## config.mk

```make
export PLATFORM = sky130hd
export DESIGN_NAME = wdog_timebase_unit
export DESIGN_NICKNAME = d
export VERILOG_FILES = /design/src/rtl/wdog_pkg.sv /design/src/rtl/wdog_timebase.sv /design/src/rtl/wdog_regs.sv /design/src/rtl/wdog_core.sv /design/src/rtl/wdog_timebase_unit.sv
export SDC_FILE = /design/constraint.sdc
export NUM_CORES = 1
export LEC_CHECK = 0
export ABC_AREA = 1
export CAP_MARGIN = 20
export CORE_MARGIN = 1.5
export CORE_UTILIZATION = 50
export CTS_BUF_LIST = sky130_fd_sc_hd__clkbuf_8 sky130_fd_sc_hd__clkbuf_16
export CTS_CLUSTER_SIZE = 8
export DETAILED_ROUTE_END_ITERATION = 12
export GPL_TIMING_DRIVEN = 0
export PLACE_DENSITY_LB_ADDON = 0.2
export SLEW_MARGIN = 20
export SYNTH_ARGS = -nofsm -noshare
export SYNTH_HDL_FRONTEND = slang
export SYNTH_SLANG_ARGS = --single-unit
```

## constraint.sdc

```tcl
create_clock -name clk -period 3.15 [get_ports clk]
set_input_delay 0.4725 -clock clk [delete_from_list [all_inputs] [get_ports clk]]
set_output_delay 0.4725 -clock clk [all_outputs]
set_load 0.01 [all_outputs]
```

## src/rtl/wdog_pkg.sv

```systemverilog
package wdog_pkg;
   typedef enum logic [1:0] {
      REG_CTL_A = 2'd0,
      REG_CTL_B = 2'd1,
      REG_TBASE = 2'd2,
      REG_NONE  = 2'd3
   } reg_sel_e;

   localparam int BIT_RSTSEEN = 3;
   localparam int BIT_EXPIRED = 2;
   localparam int BIT_EN_A    = 1;
   localparam int BIT_EN_B    = 0;
   localparam int WORD_W      = 32;
endpackage

```

## src/rtl/wdog_timebase.sv

```systemverilog
module wdog_timebase #(
   parameter int TB_W = 32
) (
   input  logic            clk,
   input  logic            rst_n,
   output logic [TB_W-1:0] count
);
   generate
      if (TB_W < 1 || TB_W > 32) begin : g_bad_width
         $error("wdog_timebase: TB_W must be 1..32");
      end
   endgenerate

   always_ff @(posedge clk or negedge rst_n) begin
      if (!rst_n) count <= '0;
      else        count <= count + 1'b1;
   end
endmodule

```

## src/rtl/wdog_regs.sv

```systemverilog
module wdog_regs
   import wdog_pkg::*;
#(
   parameter bit LOCK_ONCE = 1'b0
) (
   input  logic     clk,
   input  logic     rst_n,
   input  logic     wr_en,
   input  reg_sel_e idx,
   input  logic [3:0] wbits,
   output logic     en_a,
   output logic     en_b,
   output logic     clr_state,
   output logic     clr_rst
);
   logic wr_a, wr_b, lock_now;

   assign wr_a      = wr_en && (idx == REG_CTL_A);
   assign wr_b      = wr_en && (idx == REG_CTL_B);
   assign clr_state = wr_a && wbits[BIT_EXPIRED];
   assign clr_rst   = wr_a && wbits[BIT_RSTSEEN];

   generate
      if (LOCK_ONCE) begin : g_lock
         logic lock_q;
         assign lock_now = lock_q || (en_a && en_b);
         always_ff @(posedge clk or negedge rst_n) begin
            if (!rst_n) lock_q <= 1'b0;
            else        lock_q <= lock_now;
         end
         AST_LOCK_HOLDS: assert property (@(posedge clk) disable iff (!rst_n)
            lock_q |=> (en_a && en_b));
      end else begin : g_nolock
         assign lock_now = 1'b0;
      end
   endgenerate

   always_ff @(posedge clk or negedge rst_n) begin
      if (!rst_n) begin
         en_a <= 1'b0;
         en_b <= 1'b0;
      end else begin
         if (wr_a) en_a <= wbits[BIT_EN_A] || lock_now;
         if (wr_b) en_b <= wbits[BIT_EN_B] || lock_now;
      end
   end
endmodule

```

## src/rtl/wdog_core.sv

```systemverilog
module wdog_core #(
   parameter int INTERVAL_LOG2 = 16,
   parameter int RST_CYCLES    = 16
) (
   input  logic clk,
   input  logic rst_n,
   input  logic run,
   input  logic clr_state,
   input  logic clr_rst,
   output logic expired,
   output logic rst_seen,
   output logic pulse
);
   localparam int CW = INTERVAL_LOG2;
   localparam int PW = $clog2(RST_CYCLES + 1);

   generate
      if (INTERVAL_LOG2 < 2 || INTERVAL_LOG2 > 31) begin : g_bad_interval
         $error("wdog_core: INTERVAL_LOG2 must be 2..31");
      end
      if (RST_CYCLES < 1) begin : g_bad_pulse
         $error("wdog_core: RST_CYCLES must be at least 1");
      end
   endgenerate

   logic [CW-1:0] cnt;
   logic [PW-1:0] pcnt;
   logic kick, wrap, fire;

   assign kick  = clr_state || clr_rst;
   assign wrap  = run && (cnt == '1);
   assign fire  = wrap && !kick;
   assign pulse = (pcnt != '0);

   always_ff @(posedge clk or negedge rst_n) begin
      if (!rst_n)             cnt <= '0;
      else if (!run || kick)  cnt <= '0;
      else                    cnt <= cnt + 1'b1;
   end

   always_ff @(posedge clk or negedge rst_n) begin
      if (!rst_n) begin
         expired  <= 1'b0;
         rst_seen <= 1'b0;
         pcnt     <= '0;
      end else begin
         if (clr_state)  expired <= 1'b0;
         else if (fire)  expired <= 1'b1;

         if (clr_rst)               rst_seen <= 1'b0;
         else if (fire && expired)  rst_seen <= 1'b1;

         if (fire && expired)  pcnt <= PW'(RST_CYCLES);
         else if (pulse)       pcnt <= pcnt - 1'b1;
      end
   end

   AST_KICK_CLEARS: assert property (@(posedge clk) disable iff (!rst_n)
      clr_state |=> !expired);
   AST_FIRST_NEEDS_RUN: assert property (@(posedge clk) disable iff (!rst_n)
      $rose(expired) |-> $past(run));
   AST_RST_NEEDS_STATE: assert property (@(posedge clk) disable iff (!rst_n)
      $rose(pulse) |-> $past(expired));
   AST_SEEN_WITH_PULSE: assert property (@(posedge clk) disable iff (!rst_n)
      $rose(rst_seen) |-> pulse);
endmodule

```

## src/rtl/wdog_timebase_unit.sv

```systemverilog
module wdog_timebase_unit
   import wdog_pkg::*;
#(
   parameter int ADDR_W        = 4,
   parameter int TB_W          = 32,
   parameter int INTERVAL_LOG2 = 16,
   parameter int RST_CYCLES    = 16,
   parameter bit LOCK_ONCE     = 1'b0
) (
   input  logic              clk,
   input  logic              rst_n,
   input  logic              bus_sel,
   input  logic              bus_wr,
   input  logic [ADDR_W-1:0] bus_addr,
   input  logic [31:0]       bus_wdata,
   output logic [31:0]       bus_rdata,
   output logic              irq,
   output logic              sys_rst
);
   generate
      if (ADDR_W < 4) begin : g_bad_addr
         $error("wdog_timebase_unit: ADDR_W must be at least 4");
      end
   endgenerate

   logic            addr_ok;
   reg_sel_e        idx;
   logic [TB_W-1:0] tb;
   logic            en_a, en_b, clr_state, clr_rst;
   logic            expired, rst_seen, pulse;
   logic            unused_wdata;

   assign unused_wdata = ^bus_wdata[31:4];
   assign addr_ok = bus_sel && (bus_addr[1:0] == 2'b00) && ((bus_addr >> 4) == '0);
   assign idx     = addr_ok ? reg_sel_e'(bus_addr[3:2]) : REG_NONE;

   wdog_timebase #(.TB_W(TB_W)) u_tb (
      .clk(clk), .rst_n(rst_n), .count(tb)
   );

   wdog_regs #(.LOCK_ONCE(LOCK_ONCE)) u_regs (
      .clk(clk), .rst_n(rst_n), .wr_en(bus_wr), .idx(idx),
      .wbits(bus_wdata[3:0]), .en_a(en_a), .en_b(en_b),
      .clr_state(clr_state), .clr_rst(clr_rst)
   );

   wdog_core #(.INTERVAL_LOG2(INTERVAL_LOG2), .RST_CYCLES(RST_CYCLES)) u_core (
      .clk(clk), .rst_n(rst_n), .run(en_a && en_b),
      .clr_state(clr_state), .clr_rst(clr_rst),
      .expired(expired), .rst_seen(rst_seen), .pulse(pulse)
   );

   always_comb begin
      bus_rdata = '0;
      if (!bus_wr) begin
         unique case (idx)
            REG_CTL_A: begin
               bus_rdata[BIT_RSTSEEN] = rst_seen;
               bus_rdata[BIT_EXPIRED] = expired;
               bus_rdata[BIT_EN_A]    = en_a;
            end
            REG_CTL_B: bus_rdata[BIT_EN_B] = en_b;
            REG_TBASE: bus_rdata = WORD_W'(tb);
            default:   bus_rdata = '0;
         endcase
      end
   end

   assign irq     = expired;
   assign sys_rst = pulse;
endmodule

```

Word-level counts from Yosys, hierarchy flattened
Cells that the tools add are included.

operators by class
  muxes and demuxes = 12
  reduce and logical (&&, ||, !) cells = 19
  eq/ne operators = 3
  $add $sub $neg = 3

operator list
  operator                                                               count
  32-bit by 1-bit adder with 32-bit output, second input constant        1
  32-bit 2-to-1 mux                                                      1
  28-bit 2-to-1 mux                                                      1
  16-bit by 1-bit adder with 16-bit output, second input constant        1
  16-bit equality test, second input constant                            1
  16-bit 2-to-1 mux                                                      1
  5-bit 2-to-1 mux                                                       2
  1-bit logical AND                                                      9
  3-bit case mux with 2 select lines                                     1
  2-bit nonzero test                                                     3
  5-bit nonzero test                                                     1
  5-bit by 1-bit subtractor with 5-bit output, second input constant     1
  2-bit zero test                                                        2
  1-bit 2-to-1 mux                                                       4
  2-bit by 1-bit equality test with 1-bit output, second input constant  1
  2-bit equality test, second input constant                             1
  1-bit zero test                                                        2
  1-bit logical OR                                                       2
  2-bit 2-to-1 mux                                                       1
  1-bit case mux with 2 select lines                                     1

word-level totals
  bits of input ports = 40
  register bits = 57
  word-level logic and storage cells = 44
  output and inout bits = 34

Logic depth before layout (Yosys ltp)
Gate-level depths: netlist of the first run.

  word-level depth = 12
  mapped depth = 10
  gate-level depth less buffers = 10

Cells and area by module
From an unflattened synthesis of the first run, not the netlist that was laid out.

unflattened totals
  cells, all modules = 489
  area total of the unflattened synthesis = 3548.4 um2

by module, submodules not included
  module              times used  area an instance (um2)  seq. area each (um2)  cells each
  wdog_timebase       1           1788.0                  800.8                 221
  wdog_core           1           1229.9                  575.6                 153
  wdog_timebase_unit  1           417.9                   0.0                   99
  wdog_regs           1           112.6                   50.0                  16

Worst setup path before layout of the first run
Ideal clock, no wire load.

  path kind = input to output
  from = in bus_addr[1]
  to = out bus_rdata[21]
  path slack = 995 ps
  cell stages on the path = 8
  path buffers = 2
  data arrival time = 1683 ps
  cell sequence = nor2_1 nand2_1 nor2_2 ha_1 buf_2 clkinv_1 clkbuf_1 nor3_1

between the ends
  word-level cells in the longest chain between the ends = 6

ends and longest elaborated chain
  what                 RTL line                  RTL
  start, declared      wdog_timebase_unit.sv:14  input logic [ADDR_W-1:0] bus_addr,
  2-bit zero test      wdog_timebase_unit.sv:34  assign addr_ok = bus_sel && (bus_addr[1:0] == 2'b00) && ((bus_addr >> 4) == '0);
  1-bit logical AND    wdog_timebase_unit.sv:34
  2-bit 2-to-1 mux     wdog_timebase_unit.sv:35  assign idx = addr_ok ? reg_sel_e'(bus_addr[3:2]) : REG_NONE;
  2-bit equality test  wdog_timebase_unit.sv:56  unique case (idx)
  28-bit 2-to-1 mux    wdog_timebase_unit.sv:56
  32-bit 2-to-1 mux    wdog_timebase_unit.sv:55  if (!bus_wr) begin
  end, declared        wdog_timebase_unit.sv:16  output logic [31:0] bus_rdata,

No other way between the ends.

Final worst setup path of the first run
  from = in bus_addr[1]
  to = out bus_rdata[15]

Same word-level chain as after synthesis.

==> results of run 1 <==
[metrics by stage]
stage | setup TNS [ns] | instance area [µm²] | total power, mW | cells | utilization [%]
floorplan | 0 | 3470 | 0.783 | 478 | -
detailed placement | -1.46 | 4030 | 0.825 | 603 | 59.6
CTS | 0 | 4200 | 1.41 | 618 | 62.1
global route | 0 | 4230 | 1.44 | 618 | 62.6
global placement | -15.21 | 4010 | 0.821 | 602 | 59.4
finish | 0 | 4230 | 1.39 | 618 | 62.6
[flip-flops by register name (all words and copies together) (netlist names)]
name	flops
u_tb.count	32
u_core.cnt	16
u_core.pcnt	5
u_core.expired	1
u_core.rst_seen	1
u_regs.en_a	1
u_regs.en_b	1
[worst max-delay path, delay by kind of cell]
| kind | cells | cell delay [ns] |
|---|---|---|
| adders and majority gates | 1 | 0.16 |
| and+or+nand+nor | 5 | 0.53 |
| buffers and inverters | 4 | 1.33 |
[worst max path at each step]
stage                           endpoint  slack (ns)  depth (start not counted)
final                      bus_rdata[15]        0.19                         10
after global routing       bus_rdata[12]        0.03                         10
after CTS                  bus_rdata[21]        0.04                         10
after detailed placement   bus_rdata[21]       -0.15                         10
after global placement    u_tb.count[24]       -0.26                          1
after floorplan            bus_rdata[21]        0.99                          8
[cell families (layout without fill, tap and decap cells)]
kind of cell | after synthesis | after routing
and+or+nand+nor | 306 | 306
AOI/OAI and AO/OA | 23 | 23
DFF | 57 | 57
buffers and inverters | 64 | 124
xor gates and xnor gates | 21 | 21
adders and majority gates | 7 | 7
[cell type report]
type / instances / area share, %
Multi-Input combinational cell: 357 / 42.6
Timing Repair Buffer: 45 / 11.5
Buffer: 8 / 0.977
Sequential cell: 57 / 33.7
Clock inverter: 5 / 0.592
Clock buffer: 10 / 3.26
Inverter: 56 / 5.00
Tap cell: 80 / 2.37
[routing by layer]
layer  share of wire, %  GRT usage [%]
met2                 48           41.2
met5                  0              0
met3                4.0           6.00
met1                 46           28.7
met4                1.6           7.33
[power groups by stage]
stage	sequential (mW)	clock, mW	combinational, mW
global route	0.745	0.620	0.0761
detailed placement	0.758	0	0.0670
CTS	0.745	0.594	0.0675
global placement	0.758	0	0.0631
finish	0.745	0.578	0.0659
floorplan	0.757	0	0.0264
[placed cells by master, fill, tap and decap left out, types with 4 or more instances in the layout]
cell type,synthesis,final
nand2_1,140,140
inv_2,4,4
nor2_1,82,82
nand3_1,24,24
clkdlybuf4s50_1,0,32
nor2_2,9,9
nor3_1,21,21
o21ai_0,7,7
nand2_2,11,11
clkbuf_8,0,10
xnor2_1,4,4
ha_1,7,7
dfrtp_1,57,57
inv_1,51,53
dlymetal6s2s_1,0,11
a21oi_1,10,10
nor2_4,5,5
xor2_1,16,16
[repair_timing]
action	4_1_cts	5_1_grt
endpoints found under the hold margin	0	0
endpoints found under the setup margin	18	19
resized for setup	4	14
==> results.py, run 1 <==
metrics = {
    "route": {
        "via_count": 3083,
        "viasPerCell": 4.99,
        "drt_iter0_markers": 143,
        "drc": 0,
        "antenna_left": 0,
        "firstDrtPassIters": 4,
        "drt_wl_total_mm": 8.02,
        "wl_per_cell_um": 13.0,
    },
    "cells_and_area": {
        "fin_nets": 581,
        "syn_to_final_growth_pct": 21.8,
        "seqCellArea_mm2": 0.00143,
        "antennaDiodeCount": 0,
        "multi_input_area_mm2": 0.00180,
        "fillCellCount": 610,
        "drive_gt1_share_pct": 11.0,
    },
    "floorplanning": {
        "die_w_um": 86.3,
        "fp.dieH_um": 86.3,
        "core_mm2": 0.00676,
        "fp.dieArea_mm2": 0.00745,
        "ios": 74,
        "row_count": 30,
        "start_util_pct": 51.4,
    },
    "sta": {
        "setup_viol": 0,
        "fmax_mhz": 338,
        "maxSlewHeadroom_pct": 62.8,
        "rsz0062_at_grt": "no",
        "hold_slack_ns": 0.0419,
        "finalMaxSlewViolations": 0,
        "period_share_pct": 94.0,
        "fin_crit_ns": 2.96,
        "fin_skew_ns": 0.00587,
        "finalHoldViolCount": 0,
        "setup_ws_ns": 0.188,
        "tightest_slew_ns": 0.559,
    },
    "clock_tree": {
        "clock_latency_ns": 0.33,
        "path_clk_slew_ns": 0.06,
        "post_cts_buffers": 0,
        "cts_hold_buffers": 0,
        "clock_sinks": 57,
        "numCtsBuffers": 9,
        "cts_tree": "done",
        "root_buffer": "clkbuf_8",
        "cts_buffer_depth": 2,
        "cts.htree.levels": 3,
    },
    "critical_path": {
        "cp.arrival_ns": 2.49,
        "reg2reg_from": "u_tb.count[0]",
        "cp_slowest_stage_delay_ns": 0.56,
        "startpoint_type": "primary input",
        "cp.required_ns": 2.68,
        "crit_start": "bus_addr[1]",
        "crit_slowest_cell": "clkdlybuf4s50_1",
        "worstSetupEndpointType": "output pin",
        "reg2reg_to": "u_tb.count[28]",
        "crit_type": "in2out",
        "cp_max_fo": 10,
        "r2r_cells": 8,
        "rrSetupSlack_ns": 1.56,
        "path_cells": "clkdlybuf4s50_1 -> nor2_1 -> nand2_1 -> nor2_2 -> ha_1 -> buf_2 -> buf_4 -> nand2_1 -> nor2_1 -> clkdlybuf4s50_1",
    },
    "logic_synthesis": {
        "async_flop_share_pct": 100,
        "synth_area_leader_cell": "dfrtp_1",
        "synthMuxAreaShare_pct": 0,
        "syn_area_per_cell_um2": 7.26,
        "synth_compound_area_share_pct": 3.68,
        "synthAdderAreaFrac_pct": 2.52,
        "ys_seq_area_share_pct": 41.1,
        "yosys-top-cells-count": "140 x nand2_1, 82 x nor2_1, 57 x dfrtp_1",
        "synth-xor-area-share_pct": 5.52,
        "synth-edff-count": 0,
        "synth_most_common_cell": "nand2_1",
        "synth_nets": 525,
        "synthSimpleGateAreaFrac_pct": 40.2,
        "synth_top_area_share_pct": 41.1,
        "syn_area_mm2": 0.00347,
        "synthTopCellsByArea": "dfrtp_1 41%, nand2_1 15%, nor2_1 8.9%, inv_1 5.5%, xor2_1 4.0%",
        "synthCells": 478,
        "synth_top_family_by_area": "simple AND/OR/NAND/NOR gates",
        "ys_warn_count": 0,
        "ys_ff_latch": 57,
        "synth.distinct_cells": 30,
        "synth_top_flop_cell": "dfrtp_1",
    },
    "outcome": {
        "outcome": "complete, no violations",
    },
    "grt": {
        "grt_pass1_wl_mm": 13.5,
        "grt_use_total_pct": 23.6,
        "gr-total-overflow": 0,
        "grt_max_degree": 33,
        "grt_pass1_vias": 2933,
        "antenna_found_initial": 0,
    },
    "worst_hold_path": {
        "holdCritPathClass": "in2async",
    },
    "placement": {
        "gp_congestion": 0.886,
        "place_hpwl_mm": 6.32,
        "dpl_worst_slack_ns": -0.148,
        "portBuffers": 44,
    },
    "power": {
        "p_sw_share_pct": 23.9,
        "p_switching_mw": 0.331,
        "leakage_nw": 2.06,
        "p_per_area_mw_per_mm2": 328,
        "p_int_mw": 1.06,
        "p_clk_share_pct": 41.6,
        "peakVddDrop_mv": 0.232,
        "p_seq_share_pct": 53.6,
        "combPwrFrac_pct": 4.7,
    },
    "flow_run": {
        "maxCapViolations": 0,
    },
}
Power figures use the tool's default switching activity.
==> run 2, diff against run 1 <==
--- a/config.mk
+++ b/config.mk
@@ -14,6 +14,7 @@
 export DETAILED_ROUTE_END_ITERATION = 12
 export GPL_TIMING_DRIVEN = 0
 export PLACE_DENSITY_LB_ADDON = 0.2
+export SKIP_LAST_GASP = 1
 export SLEW_MARGIN = 20
 export SYNTH_ARGS = -nofsm -noshare
 export SYNTH_HDL_FRONTEND = slang
==> results.py, run 2 (synthesized netlist as in run 1, its figures left out) <==
metrics = {
    "outcome": {
        "outcome": "complete, no violations",
    },
    "clock_tree": {
        "cts_buffer_depth": 2,
        "clock_sinks": 57,
        "root_buffer": "clkbuf_8",
        "clock_latency_ns": 0.34,
        "cts_hold_buffers": 0,
        "numCtsBuffers": 9,
        "cts.htree.levels": 3,
        "cts_tree": "done",
        "path_clk_slew_ns": 0.06,
    },
    "route": {
        "drc": 0,
        "antenna_left": 0,
        "via_count": 3080,
        "drt_wl_total_mm": 8.03,
        "firstDrtPassIters": 4,
        "drt_iter0_markers": 145,
        "wl_per_cell_um": 13.0,
        "viasPerCell": 4.98,
    },
    "sta": {
        "rsz0062_at_grt": "yes",
        "tightest_slew_ns": 0.553,
        "fin_tns_setup_ns": 0,
        "maxSlewHeadroom_pct": 63.1,
        "finalHoldViolCount": 0,
        "setup_ws_ns": 0.173,
        "fin_crit_ns": 2.98,
        "setup_viol": 0,
        "period_share_pct": 94.5,
        "fmax_mhz": 336,
        "fin_skew_ns": 0.00588,
        "finalMaxSlewViolations": 0,
    },
    "placement": {
        "dpl_worst_slack_ns": -0.148,
        "place_hpwl_mm": 6.32,
        "gp_congestion": 0.886,
        "portBuffers": 44,
    },
    "critical_path": {
        "cp.arrival_ns": 2.50,
        "crit_family": "buffers and inverters",
        "crit_buf_inv": 4,
        "crit_type": "in2out",
        "cp.required_ns": 2.68,
        "startpoint_type": "primary input",
        "cp_slowest_stage_delay_ns": 0.56,
        "worstSetupEndpointType": "output pin",
        "cp_max_fo": 10,
        "rrSetupSlack_ns": 1.56,
        "crit_slowest_cell": "clkdlybuf4s50_1",
        "path_cells": "clkdlybuf4s50_1 -> nor2_1 -> nand2_1 -> nor2_2 -> ha_1 -> buf_2 -> buf_4 -> nand2_1 -> nor2_1 -> clkdlybuf4s50_1",
    },
    "power": {
        "combPwrFrac_pct": 4.7,
        "leakage_nw": 2.04,
        "p_switching_mw": 0.331,
        "peakVddDrop_mv": 0.232,
        "p_per_area_mw_per_mm2": 329,
        "p_sw_share_pct": 23.9,
        "p_seq_share_pct": 53.6,
        "p_int_mw": 1.06,
        "p_clk_share_pct": 41.6,
    },
    "grt": {
        "grt_max_degree": 33,
        "grt_pass1_vias": 2933,
        "gr-total-overflow": 0,
        "grt_pass1_wl_mm": 13.5,
        "antenna_found_initial": 0,
        "grt_use_total_pct": 23.6,
    },
    "floorplanning": {
        "die_w_um": 86.3,
        "start_util_pct": 51.4,
        "row_count": 30,
        "ios": 74,
        "core_mm2": 0.00676,
        "fp.dieArea_mm2": 0.00745,
        "fp.dieH_um": 86.3,
    },
    "cells_and_area": {
        "largest_reg_flops": 32,
        "fin_nets": 581,
        "final_common_cell": "nand2_1",
        "syn_to_final_growth_pct": 21.7,
        "most-common-layout-cells": "140 x nand2_1, 82 x nor2_1, 57 x dfrtp_1",
        "regMostFlops": "u_tb.count",
        "drive_gt1_share_pct": 11.0,
        "fillCellCount": 610,
        "reg_top3": "u_tb.count x32, u_core.cnt x16, u_core.pcnt x5",
        "antennaDiodeCount": 0,
    },
    "flow_run": {
        "maxCapViolations": 0,
    },
    "worst_hold_path": {
        "holdCritPathClass": "in2async",
    },
}
-- run 2: timing repair --
item                       4_1_cts  5_1_grt
pin swaps                        0        0
setup endpoints to repair       18       19
setup buffers                    0        0
gates resized for setup          4       13
-- run 2: path summary, 6_finish.rpt --
path                                     start             end  cells past startpoint
worst max-delay path               bus_addr[1]   bus_rdata[10]                     10
worst min-delay path                     rst_n  u_core.cnt[10]                      1
worst max register to register   u_tb.count[0]  u_tb.count[28]                      8
worst min register to register  u_tb.count[31]  u_tb.count[31]                      2
max in group asynchronous                rst_n   u_tb.count[1]                      2
min in group clk                u_tb.count[31]  u_tb.count[31]                      2
-- run 2: layer usage --
layer | global-route usage (%) | vias to the layer above | routed length, µm
met4 | 7.33 | 0 | 127
met2 | 41.2 | 51 | 3890
met1 | 28.7 | 1435 | 3700
met3 | 6.00 | 11 | 312
met5 | 0 | - | 0
li1 | - | 1583 | -
-- run 2: power by group through the flow --
stage	sequential, mW	combinational (mW)	clock, mW
finish	0.745	0.0659	0.578
global route	0.745	0.0761	0.620
CTS	0.745	0.0675	0.594
detailed placement	0.758	0.0670	0
global placement	0.758	0.0631	0
floorplan	0.757	0.0264	0
-- run 2: area by class of cell --
class                      count  area, µm²  area share, %
buffer                         8       41.3          0.977
clock buffer                  10        138           3.26
clock inverter                 5       25.0          0.592
inverter                      56        211           5.00
multi-input combinational    357       1800           42.6
sequential                    57       1430           33.8
tap                           80        100           2.37
timing repair buffer          45        483           11.4
-- run 2: through the flow --
| step | instances | instance area [µm²] | power (mW) | hold slack [ns] | utilization (%) |
|---|---|---|---|---|---|
| after floorplan | 478 | 3470 | 0.783 | 0.177 | - |
| after global placement | 602 | 4010 | 0.821 | 0.454 | 59.4 |
| after detailed placement | 603 | 4030 | 0.825 | 0.414 | 59.6 |
| after CTS | 618 | 4200 | 1.41 | 0.0487 | 62.1 |
| after global routing | 618 | 4230 | 1.44 | 0.0600 | 62.5 |
| final | 618 | 4230 | 1.39 | 0.0403 | 62.5 |
==> run 3, diff against run 2 <==
--- a/config.mk
+++ b/config.mk
@@ -8,7 +8,7 @@
 export ABC_AREA = 1
 export CAP_MARGIN = 20
 export CORE_MARGIN = 1.5
-export CORE_UTILIZATION = 50
+export CORE_UTILIZATION = 55
 export CTS_BUF_LIST = sky130_fd_sc_hd__clkbuf_8 sky130_fd_sc_hd__clkbuf_16
 export CTS_CLUSTER_SIZE = 8
 export DETAILED_ROUTE_END_ITERATION = 12
==> results.py, run 3 (synthesized netlist as in run 1, its figures left out) <==
metrics = {
    "clock_tree": {
        "cts_tree": "done",
        "clock_sinks": 57,
        "clock_latency_ns": 0.33,
        "cts.htree.levels": 3,
        "cts_hold_buffers": 0,
        "path_clk_slew_ns": 0.06,
        "cts_buffer_depth": 2,
        "root_buffer": "clkbuf_8",
        "post_cts_buffers": 0,
        "numCtsBuffers": 9,
    },
    "power": {
        "p_per_area_mw_per_mm2": 362,
        "p_switching_mw": 0.330,
        "combPwrFrac_pct": 4.1,
        "p_int_mw": 1.21,
        "p_clk_share_pct": 47.4,
        "leakage_nw": 2.03,
        "peakVddDrop_mv": 0.265,
        "p_seq_share_pct": 48.4,
        "p_sw_share_pct": 21.5,
    },
    "sta": {
        "tightest_slew_ns": 0.726,
        "hold_slack_ns": 0.198,
        "fin_skew_ns": 0.00870,
        "finalMaxSlewViolations": 0,
        "fmax_mhz": 326,
        "fin_crit_ns": 3.07,
        "setup_ws_ns": 0.0815,
        "setup_viol": 0,
        "maxSlewHeadroom_pct": 51.6,
        "fin_tns_setup_ns": 0,
        "finalHoldViolCount": 0,
        "period_share_pct": 97.4,
    },
    "critical_path": {
        "reg2reg_from": "u_tb.count[0]",
        "reg2reg_to": "u_tb.count[28]",
        "crit_type": "in2out",
        "worstSetupEndpointType": "output pin",
        "startpoint_type": "primary input",
        "r2r_cells": 8,
        "cp_max_fo": 10,
        "rrSetupSlack_ns": 1.57,
        "cp.required_ns": 2.68,
        "cp.arrival_ns": 2.60,
    },
    "cells_and_area": {
        "final_common_cell": "nand2_1",
        "largest_reg_flops": 32,
        "antennaDiodeCount": 0,
        "fin_nets": 580,
        "drive_gt1_share_pct": 11.2,
        "reg_top3": "u_tb.count x32, u_core.cnt x16, u_core.pcnt x5",
        "syn_to_final_growth_pct": 22.3,
        "fin_util_pct": 70.9,
        "final_cell_area_mm2": 0.00425,
        "regMostFlops": "u_tb.count",
        "most-common-layout-cells": "140 x nand2_1, 82 x nor2_1, 57 x dfrtp_1",
    },
    "floorplanning": {
        "core_mm2": 0.00599,
        "row_count": 28,
        "fp.dieArea_mm2": 0.00680,
        "fp.dieH_um": 82.4,
        "die_w_um": 82.4,
        "start_util_pct": 57.9,
        "ios": 74,
    },
    "placement": {
        "place_area_mm2": 0.00400,
        "gp_congestion": 0.914,
        "place_hpwl_mm": 6.33,
        "portBuffers": 44,
        "dpl_worst_slack_ns": -0.184,
    },
    "route": {
        "viasPerCell": 5.21,
        "firstDrtPassIters": 5,
        "antenna_left": 0,
        "via_count": 3188,
        "wl_per_cell_um": 13.9,
        "drt_iter0_markers": 200,
        "drc": 0,
        "drt_wl_total_mm": 8.49,
    },
    "grt": {
        "grt_pass1_wl_mm": 14.3,
        "grt_max_degree": 58,
        "gr-total-overflow": 0,
        "antenna_found_initial": 0,
        "grt_use_total_pct": 28.3,
        "grt_pass1_vias": 3214,
    },
    "flow_run": {
        "maxCapViolations": 0,
    },
    "outcome": {
        "outcome": "complete, no violations",
    },
    "worst_hold_path": {
        "holdCritPathClass": "in2async",
    },
}
-- run 3: power by group through the flow --
| stage | Clock [mW] | Combinational, mW | Sequential [mW] |
|---|---|---|---|
| 2_1_floorplan | 0 | 0.0264 | 0.757 |
| 3_3_place_gp | 0 | 0.0625 | 0.758 |
| 3_5_place_dp | 0 | 0.0641 | 0.758 |
| 4_1_cts | 0.744 | 0.0645 | 0.744 |
| 5_1_grt | 0.774 | 0.0720 | 0.744 |
| 6_report | 0.729 | 0.0637 | 0.745 |
-- run 3: worst max-delay path, cell delays in order --
cell and delay [ns]:
clkdlybuf4s50_1 0.41, nor2_1 0.10, nand2_1 0.08, nor2_2 0.13, ha_1 0.15, buf_2 0.17
clkinv_2 0.15, buf_2 0.22, nor3_1 0.15, clkdlybuf4s50_1 0.57
-- run 3: layout make-up --
type,instances,area [µm²]
Buffer,8,38.8
Clock buffer,13,179
Clock inverter,2,35.0
Fill cell,504,1750
Inverter,56,211
Multi-Input combinational cell,357,1800
Sequential cell,57,1430
Tap cell,75,93.8
Timing Repair Buffer,44,460
-- run 3: how the worst max path moves through the flow --
| stage | from | endpoint | slack (ns) |
|---|---|---|---|
| 6_report | bus_addr[1] | bus_rdata[26] | 0.08 |
| 5_1_grt | bus_addr[1] | bus_rdata[26] | -0.02 |
| 4_1_cts | bus_addr[1] | bus_rdata[24] | -0.02 |
| 3_5_place_dp | bus_addr[1] | bus_rdata[24] | -0.18 |
| 3_3_place_gp | rst_n | u_tb.count[31] | -0.19 |
| 2_1_floorplan | bus_addr[1] | bus_rdata[21] | 0.99 |
-- run 3: per-layer routing --
| layer | GRT usage (%) | vias up | wire length, µm |
|---|---|---|---|
| li1 | - | 1582 | - |
| met1 | 33.3 | 1504 | 3650 |
| met2 | 48.8 | 89 | 4280 |
| met3 | 4.51 | 13 | 394 |
| met4 | 15.9 | 0 | 166 |
| met5 | 0 | - | 0 |
-- run 3: stage by stage --
stage	total power, mW	cells
after global placement	0.820	597
after floorplan	0.783	478
after global routing	1.59	612
after CTS	1.55	612
after detailed placement	0.822	597
final	1.54	612
-- run 3: what timing repair did --
action / 4_1_cts / 5_1_grt
setup endpoints to repair: 11 / 11
gates resized for setup: 3 / 12
gates cloned: 0 / 0
pin swaps: 0 / 0
